**src/rtl/chan_csr_pkg.sv**
```systemverilog
package chan_csr_pkg;

    localparam int STAT_W     = 18;
    localparam int PI_W       = 3;

    localparam int B_IRQ      = 17;
    localparam int B_SEEKRQ   = 16;
    localparam int B_DERR_EN  = 12;
    localparam int B_ERR      = 11;
    localparam int B_ATTN_EN  = 10;
    localparam int B_ATTN     = 9;
    localparam int B_IDLE_EN  = 8;
    localparam int B_RUN      = 7;
    localparam int B_ACT      = 6;

    localparam int W_SET      = 17;
    localparam int W_CLR      = 16;

    // bits a set write may raise: 12,11,10,8,7
    localparam logic [STAT_W-1:0] SET_MASK = 18'h01D80;
    // bits a clear write may drop: 12..7
    localparam logic [STAT_W-1:0] CLR_MASK = 18'h01F80;

    typedef struct packed {
        logic [STAT_W-1:0] stat_after;
        logic              err_wipe;
        logic              full_reset;
    } wr_res_t;

endpackage

```
**src/rtl/chan_csr_wdec.sv**
```systemverilog
module chan_csr_wdec
    import chan_csr_pkg::*;
(
    input  logic [STAT_W-1:0] cur_stat,
    input  logic              we,
    input  logic [STAT_W-1:0] wdata,
    output wr_res_t           res
);

    logic do_set;
    logic do_clr;
    logic both;

    assign do_set = we && wdata[W_SET];
    assign do_clr = we && wdata[W_CLR] && !wdata[W_SET];
    assign both   = we && wdata[W_SET] && wdata[W_CLR];

    always_comb begin
        res.stat_after = cur_stat;
        res.err_wipe   = 1'b0;
        res.full_reset = 1'b0;
        if (both) begin
            res.stat_after = '0;
            res.err_wipe   = 1'b1;
            res.full_reset = 1'b1;
        end
        if (do_set) begin
            res.stat_after = res.stat_after | (wdata & SET_MASK);
            if (wdata[B_ATTN]) begin
                res.stat_after[B_SEEKRQ] = 1'b1;
            end
        end else if (do_clr) begin
            res.stat_after = res.stat_after & ~(wdata & CLR_MASK);
            if (wdata[B_ERR]) begin
                res.err_wipe = 1'b1;
            end
        end
        if (we) begin
            res.stat_after[PI_W-1:0] = wdata[PI_W-1:0];
        end
    end

endmodule

```
**src/rtl/chan_csr_irq.sv**
```systemverilog
module chan_csr_irq
    import chan_csr_pkg::*;
#(
    parameter int N_SRC = 3
) (
    input  logic [STAT_W-1:0] stat,
    output logic              req
);

    logic [N_SRC-1:0] src;

    generate
        for (genvar g = 0; g < N_SRC; g++) begin : g_src
            if (g == 0) begin : g_derr
                assign src[g] = stat[B_DERR_EN] & stat[B_ERR];
            end else if (g == 1) begin : g_attn
                assign src[g] = stat[B_ATTN_EN] & stat[B_ATTN];
            end else begin : g_idle
                assign src[g] = stat[B_IDLE_EN] & ~stat[B_RUN];
            end
        end
    endgenerate

    assign req = |src;

endmodule

```
**src/rtl/chan_csr_errlog.sv**
```systemverilog
module chan_csr_errlog #(
    parameter int ERR_W        = 12,
    parameter int BUSY_ERR_BIT = 2
) (
    input  logic             clk,
    input  logic             rst,
    input  logic             wipe,
    input  logic             evt,
    input  logic [ERR_W-1:0] code,
    input  logic             busy_rej,
    output logic [ERR_W-1:0] err_word
);

    logic [ERR_W-1:0] err_d;
    logic [ERR_W-1:0] err_q;

    always_comb begin
        err_d = err_q;
        if (wipe) begin
            err_d = '0;
        end
        if (evt) begin
            err_d = err_d | code;
        end
        if (busy_rej) begin
            err_d[BUSY_ERR_BIT] = 1'b1;
        end
    end

    always_ff @(posedge clk) begin
        if (rst) begin
            err_q <= '0;
        end else begin
            err_q <= err_d;
        end
    end

    assign err_word = err_q;


    err_accum_chk: assert property (@(posedge clk) disable iff (rst)
        evt |=> ((err_word & $past(code)) == $past(code)));


    err_wipe_chk: assert property (@(posedge clk) disable iff (rst)
        (wipe && !evt && !busy_rej) |=> (err_word == '0));


    busy_code_chk: assert property (@(posedge clk) disable iff (rst)
        busy_rej |=> err_word[BUSY_ERR_BIT]);

endmodule

```
**src/rtl/chan_csr.sv**
```systemverilog
module chan_csr
    import chan_csr_pkg::*;
#(
    parameter int ERR_W        = 12,
    parameter int CMD_W        = 36,
    parameter int BUSY_ERR_BIT = 2
) (
    input  logic              clk,
    input  logic              rst,
    input  logic              ctl_we,
    input  logic [17:0]       ctl_wdata,
    output logic [17:0]       stat_rdata,
    output logic [ERR_W-1:0]  err_word,
    output logic              irq,
    input  logic              dout_we,
    input  logic [CMD_W-1:0]  dout_wdata,
    output logic              cmd_valid,
    output logic [CMD_W-1:0]  cmd_data,
    output logic              ctl_clear,
    input  logic              chan_busy,
    input  logic              halt_evt,
    input  logic              attn_evt,
    input  logic              err_evt,
    input  logic [ERR_W-1:0]  err_code
);

    typedef struct packed {
        logic [STAT_W-1:0] stat;
        logic              cmd_v;
        logic [CMD_W-1:0]  cmd_d;
        logic              clr;
    } regs_t;

    regs_t             r_d;
    regs_t             r_q;
    wr_res_t           wres;
    logic [STAT_W-1:0] st_mid;
    logic              busy_now;
    logic              accept;
    logic              reject;
    logic              irq_d;

    assign busy_now = r_q.stat[B_RUN] | r_q.stat[B_ACT];
    assign accept   = dout_we & ~busy_now;
    assign reject   = dout_we & busy_now;

    chan_csr_wdec u_wdec (
        .cur_stat (r_q.stat),
        .we       (ctl_we),
        .wdata    (ctl_wdata),
        .res      (wres)
    );

    // events are layered on top of the write result
    always_comb begin
        st_mid         = wres.stat_after;
        st_mid[B_ACT]  = accept | (~wres.full_reset & chan_busy & ~halt_evt);
        if (halt_evt) begin
            st_mid[B_RUN] = 1'b0;
        end
        if (attn_evt) begin
            st_mid[B_ATTN] = 1'b1;
        end
        if (err_evt || reject) begin
            st_mid[B_ERR] = 1'b1;
        end
    end

    chan_csr_irq #(.N_SRC(3)) u_irq (
        .stat (st_mid),
        .req  (irq_d)
    );

    chan_csr_errlog #(
        .ERR_W        (ERR_W),
        .BUSY_ERR_BIT (BUSY_ERR_BIT)
    ) u_errlog (
        .clk      (clk),
        .rst      (rst),
        .wipe     (wres.err_wipe),
        .evt      (err_evt),
        .code     (err_code),
        .busy_rej (reject),
        .err_word (err_word)
    );

    always_comb begin
        r_d              = r_q;
        r_d.stat         = st_mid;
        r_d.stat[B_IRQ]  = irq_d;
        r_d.cmd_v        = accept;
        r_d.cmd_d        = accept ? dout_wdata : r_q.cmd_d;
        r_d.clr          = wres.full_reset;
    end

    always_ff @(posedge clk) begin
        if (rst) begin
            r_q <= '0;
        end else begin
            r_q <= r_d;
        end
    end

    assign stat_rdata = r_q.stat;
    assign irq        = r_q.stat[B_IRQ];
    assign cmd_valid  = r_q.cmd_v;
    assign cmd_data   = r_q.cmd_d;
    assign ctl_clear  = r_q.clr;


    busy_drop_chk: assert property (@(posedge clk) disable iff (rst)
        (dout_we && (stat_rdata[B_RUN] || stat_rdata[B_ACT]))
        |=> (!cmd_valid && stat_rdata[B_ERR]));


    idle_accept_chk: assert property (@(posedge clk) disable iff (rst)
        (dout_we && !stat_rdata[B_RUN] && !stat_rdata[B_ACT])
        |=> (cmd_valid && stat_rdata[B_ACT] && cmd_data == $past(dout_wdata)));


    reset_pulse_chk: assert property (@(posedge clk) disable iff (rst)
        (ctl_we && ctl_wdata[W_SET] && ctl_wdata[W_CLR]) |=> ctl_clear);


    pi_copy_chk: assert property (@(posedge clk) disable iff (rst)
        ctl_we |=> (stat_rdata[PI_W-1:0] == $past(ctl_wdata[PI_W-1:0])));


    halt_run_chk: assert property (@(posedge clk) disable iff (rst)
        halt_evt |=> !stat_rdata[B_RUN]);


    attn_set_chk: assert property (@(posedge clk) disable iff (rst)
        attn_evt |=> stat_rdata[B_ATTN]);


    idle_irq_chk: assert property (@(posedge clk) disable iff (rst)
        (stat_rdata[B_IDLE_EN] && !stat_rdata[B_RUN]) |-> irq);


    seekrq_keep_chk: assert property (@(posedge clk) disable iff (rst)
        (ctl_we && ctl_wdata[W_CLR] && !ctl_wdata[W_SET])
        |=> (stat_rdata[B_SEEKRQ] == $past(stat_rdata[B_SEEKRQ])));

endmodule

```
**config.mk**
```make
export PLATFORM = sky130hd
export DESIGN_NAME = chan_csr
export DESIGN_NICKNAME = d
export VERILOG_FILES = /design/src/rtl/chan_csr_pkg.sv /design/src/rtl/chan_csr_wdec.sv /design/src/rtl/chan_csr_irq.sv /design/src/rtl/chan_csr_errlog.sv /design/src/rtl/chan_csr.sv
export SDC_FILE = /design/constraint.sdc
export NUM_CORES = 1
export LEC_CHECK = 0
export BUFFER_PORTS_ARGS = -buffer_cell sky130_fd_sc_hd__buf_2
export CORE_ASPECT_RATIO = 0.7
export CORE_MARGIN = 5
export CORE_UTILIZATION = 45
export DETAILED_ROUTE_END_ITERATION = 16
export PLACE_DENSITY_LB_ADDON = 0.1
export SKIP_LAST_GASP = 1
export SLEW_MARGIN = 40
export SYNTH_ARGS = -nofsm -noshare
export SYNTH_HDL_FRONTEND = slang
export SYNTH_SLANG_ARGS = --single-unit
```
**constraint.sdc**
```tcl
create_clock -name clk -period 3.4 [get_ports clk]
set_input_delay 1.02 -clock clk [delete_from_list [all_inputs] [get_ports clk]]
set_output_delay 1.02 -clock clk [all_outputs]
set_load 0.02 [all_outputs]
```
==> impl_metrics.toml, run 1 <==
[status]
status = "finished clean"

[die]
core_sq_um = 4808
start_util = 0.4689
die_h_um = 69.22
rows = 21
die_area_sq_um = 6548
die_w_um = 94.60
ioPinCount = 143

[setup_path]
worstPathArrival_ns = 2.30
startpoint_type = "input pin"
r2r-start = "stat_rdata[7]"
cp_max_fo = 13
crit_path_start = "ctl_we"
cp-end-kind = "flip-flop"
worstPathRequired_ns = 3.59
critPathKind = "in2reg"

[clocking]
hold_buffers = 0
cts_tree = "built"
post-cts-setup-buffers = 0
clk_pin_slew_worst_paths_ns = 0.06
cts-root-buf = "clkbuf_8"
cts_max_level = 3
cts-resized-gates = 0
numClockSinks = 62
cts_made_buffers = 9
clockBufferDepth = 2
clk_latency_ns = 0.32

[route]
dr_total_vias = 2200
drt_iter0_drc = 49
first_pass_iters = 6
drc = 0
avgViaCountPerCell = 4.814
wire_per_inst_um = 13.03
ant_nets = 0
routed_wl_um = 5956

[logic_synthesis]
synth_cells = 262
yosys.area.top_type = "dfxtp_1"
ys_ff_latch = 62
yosysSeqAreaShare = 0.5505
synth_top_area_frac = 0.5505
yosys_warnings = 0
synth_area_leaders = "dfxtp_1, nand2_1, a21oi_1"
syn_area_sq_um = 2255
synth_cell_types = 23
syn_avg_cell_area_sq_um = 8.606

[pwr]
power_density_nw_per_um2 = 528.7
finalPower_mw = 1.620
peakVddDrop_mv = 0.3486
power_leakage_nw = 1.502

[timing]
final_max_slew_viol_count = 0
max_clock_freq_mhz = 474.3
finalSetupViolCount = 0
rsz0062_at_grt = "no"
hold_violations = 0
fin_crit_ns = 2.109
slew_headroom = 0.5633
setup_slack_ns = 1.291
period_share = 0.6202
finalSetupTns_ns = 0
tightest_slew_ns = 0.6531
fin_worst_skew_ns = 0.002667

[placement]
routabilityCongestion = 0.7726
dp_hpwl_um = 4322
port-buffer-count = 129
dp_slack_ns = 0.9657
placed_cell_area_sq_um = 2890

[layout]
final_cell_mix = "buf_2, nand2_1, dfxtp_1, a21oi_1, nor2_1"
fin_area_sq_um = 3064
nets = 459
multi_input_area_sq_um = 887.1
fillCellCount = 444
area_growth_pct = 35.90
final_layout_size_suffix_gt1_frac = 0.3866
final_common_cell = "buf_2"
diodes = 0
ff_latch_area_sq_um = 1241

[grt]
grt_usage = 0.1819
overflow = 0
antenna_found_initial = 0
grt_pass1_wl_um = 9370
grt_pass1_vias = 1990
grt_max_degree = 38

[min_path]
hp-class = "reg2reg"
hold_path.startpoint = "cmd_data[7]"

[run]
cap_violations = 0
[sequential cells by signal (all words and copies together), names as in the netlist]
signal and cells:
cmd_data 36, stat_rdata 12, u_errlog.err_word 12, cmd_valid 1, ctl_clear 1
[layer usage]
metal  vias up  global-route usage  wire length (um)  part of all wire
met4         0             0.07840               115             0.019
met3        12             0.08134               607              0.10
met1      1002              0.2158              2473              0.42
met2        82              0.2828              2760              0.46
li1       1104                   -                 -                 -
met5         -                   0                 0                 0
[through the flow]
step / cells / hold WS, ns / util
2_1_floorplan: 267 / 0.5332 / -
3_3_place_gp: 443 / 0.4383 / 0.6011
3_5_place_dp: 443 / 0.4435 / 0.6011
4_1_cts: 457 / 0.4521 / 0.6373
5_1_grt: 457 / 0.4726 / 0.6373
6_report: 457 / 0.4496 / 0.6373
[power by group]
group,switching [mW],internal (mW)
Combinational,0.167,0.0987
Clock,0.245,0.315
Sequential,0.0209,0.773
[layout make-up]
class	instances	area share
sequential	62	0.4051
clock inverter	1	0.001633
clock buffer	13	0.05512
tap	69	0.02817
timing repair buffer	133	0.2205
multi-input combinational	179	0.2895
[worst paths after layout]
kind	endpoint	slack [ns]	cells past startpoint
setup / recovery	stat_rdata[17]	1.29	5
hold / removal	cmd_data[7]	0.45	2
setup reg to reg	stat_rdata[17]	2.11	4
hold reg to reg	cmd_data[7]	0.45	2
[cell usage after synthesis]
cell,n
dfxtp_1,62
and3_2,1
a2111oi_4,1
and2_1,2
o211ai_2,1
nand3b_1,1
or3_1,2
nand2_1,74
o211ai_1,5
mux2i_1,3
nor2_1,25
nor3_1,1
a21oi_1,38
a221oi_1,1
o311ai_1,1
o21a_1,1
buf_6,1
conb_1,1
a22oi_2,1
buf_2,8
a22oi_1,15
clkbuf_1,9
buf_4,8
[critical path, stage by stage]
cell	delay, ns
buf_2	0.22
o211ai_2	0.34
a2111oi_4	0.45
or3_1	0.17
o311ai_1	0.09
[kinds of logic after synthesis]
| kind of cell | after synthesis | share of synthesized area |
|---|---|---|
| AND/OR/NAND/NOR | 106 | 0.1848 |
| buffers and inverters | 26 | 0.06437 |
| multiplexers | 3 | 0.01332 |
| flip-flops | 62 | 0.5505 |
| other | 1 | 0.001663 |
| AO/OA/AOI/OAI | 64 | 0.1854 |
Note: power is estimated with default switching activity, not from simulation.
==> inputs of run 2 (changes only) <==
--- a/config.mk
+++ b/config.mk
@@ -8,7 +8,7 @@
 export BUFFER_PORTS_ARGS = -buffer_cell sky130_fd_sc_hd__buf_2
 export CORE_ASPECT_RATIO = 0.7
 export CORE_MARGIN = 5
-export CORE_UTILIZATION = 45
+export CORE_UTILIZATION = 42
 export DETAILED_ROUTE_END_ITERATION = 16
 export PLACE_DENSITY_LB_ADDON = 0.1
 export SKIP_LAST_GASP = 1
==> constraint.sdc (replaced) <==
create_clock -name clk -period 2 [get_ports clk]
set_input_delay 0.6 -clock clk [delete_from_list [all_inputs] [get_ports clk]]
set_output_delay 0.6 -clock clk [all_outputs]
set_load 0.02 [all_outputs]
==> run 2 against run 1 <==
First-iteration DRC count grew 16%. Clock skew up 0.0010 ns. Non-clock buffer count is 1 higher. Sequential share of layout area shrank 0.97 points. Hold slack better by 0.0021 ns. Combinational power grew 70%. Clock power rose by 130%. Setup slack got worse by 0.82 ns. Via count shrank 2.1%. Wire length shrank 0.10%. Sequential power increased by 70%. Die area up 6.2%.
==> impl_metrics.toml, run 2 (synthesized netlist as in run 1, its figures left out) <==
[timing]
max_clock_freq_mhz = 655.4
fin_crit_ns = 1.526
fin_worst_skew_ns = 0.003685
rsz0062_at_grt = "no"
finalSetupViolCount = 0
finalSetupTns_ns = 0
final_max_slew_viol_count = 0
hold_violations = 0
period_share = 0.7629

[die]
die_h_um = 71.30
core_sq_um = 5230
start_util = 0.4311
ioPinCount = 143
die_w_um = 97.57
rows = 22
die_area_sq_um = 6957

[layout]
ff_latch_area_sq_um = 1241
multi_input_area_sq_um = 887.1
largest_reg_flops = 36
final_cell_mix = "buf_2, nand2_1, dfxtp_1, a21oi_1, nor2_1"
fillCellCount = 487
final_common_cell = "buf_2"
diodes = 0
nets = 460
area_growth_pct = 39.23
final_layout_size_suffix_gt1_frac = 0.3913

[route]
drt_iter0_drc = 57
wire_per_inst_um = 12.85
routed_wl_um = 5950
first_pass_iters = 4
drc = 0
ant_nets = 0
dr_total_vias = 2154
avgViaCountPerCell = 4.652

[setup_path]
startpoint_type = "flip-flop"
cp-end-kind = "primary output"
crit_chain = "buf_2"
critPathBufInv = 1
critical_path.top_delay_family = "flip-flops"
cp_max_fo = 4
worstPathArrival_ns = 0.93
cpPeakStageDelay_ns = 0.40
crit_path_top_delay_cell = "dfxtp_1"
critPathKind = "reg2out"
worstPathRequired_ns = 1.40

[clocking]
cts_made_buffers = 9
cts_max_level = 3
hold_buffers = 0
numClockSinks = 62
cts_tree = "built"
clk_pin_slew_worst_paths_ns = 0.07
clk_latency_ns = 0.33
clockBufferDepth = 2
post-cts-setup-buffers = 0
cts-root-buf = "clkbuf_8"
cts-resized-gates = 0

[pwr]
finalPower_mw = 3.104
power_leakage_nw = 1.527
power_density_nw_per_um2 = 988.7
peakVddDrop_mv = 0.4896

[placement]
routabilityCongestion = 0.7609
dp_hpwl_um = 4251
port-buffer-count = 129

[run]
cap_violations = 0

[grt]
grt_pass1_vias = 2005
antenna_found_initial = 0
overflow = 0
grt_max_degree = 39
grt_pass1_wl_um = 9342
grt_usage = 0.1664

[status]
status = "finished clean"

[min_path]
hp-class = "reg2reg"
## run 2: layout make-up
cell class / instances / share of cell area
clock buffer: 10 / 0.04065
clock inverter: 6 / 0.03507
multi-input combinational: 179 / 0.2826
sequential: 62 / 0.3954
tap: 72 / 0.02870
timing repair buffer: 134 / 0.2176
## run 2: worst paths after layout
| check | cells after the start | from | slack [ns] | end |
|---|---|---|---|---|
| worst max-delay path | 1 | stat_rdata[7] | 0.47 | stat_rdata[7] |
| worst min-delay path | 2 | cmd_data[17] | 0.45 | cmd_data[17] |
| worst max register to register | 4 | stat_rdata[7] | 0.68 | stat_rdata[17] |
| worst min register to register | 2 | cmd_data[17] | 0.45 | cmd_data[17] |
## run 2: per-stage QoR
step / area, sq um / setup slack (ns) / instances / utilization / hold WS [ns]
final: 3139 / 0.4743 / 463 / 0.6002 / 0.4517
after global routing: 3139 / 0.4208 / 463 / 0.6002 / 0.4390
after CTS: 3139 / 0.4611 / 463 / 0.6002 / 0.4372
after detailed placement: 2902 / 0.2073 / 447 / 0.5548 / 0.4436
after global placement: 2902 / 0.2128 / 447 / 0.5548 / 0.4384
after floorplan: 2273 / 0.4104 / 267 / - / 0.5332
## run 2: metal layers
layer	up-vias	GRT usage	wire length [um]
li1	1108	-	-
met1	956	0.2080	2648
met2	84	0.2506	2672
met3	6	0.09047	575
met4	0	0.04608	52
met5	-	0	0
## run 2: power breakdown
part	switching [mW]	internal, mW	leakage, nW
combinational	0.284	0.169	0.904
sequential	0.0368	1.31	0.510
clock	0.476	0.826	0.112
total	0.797	2.31	1.53
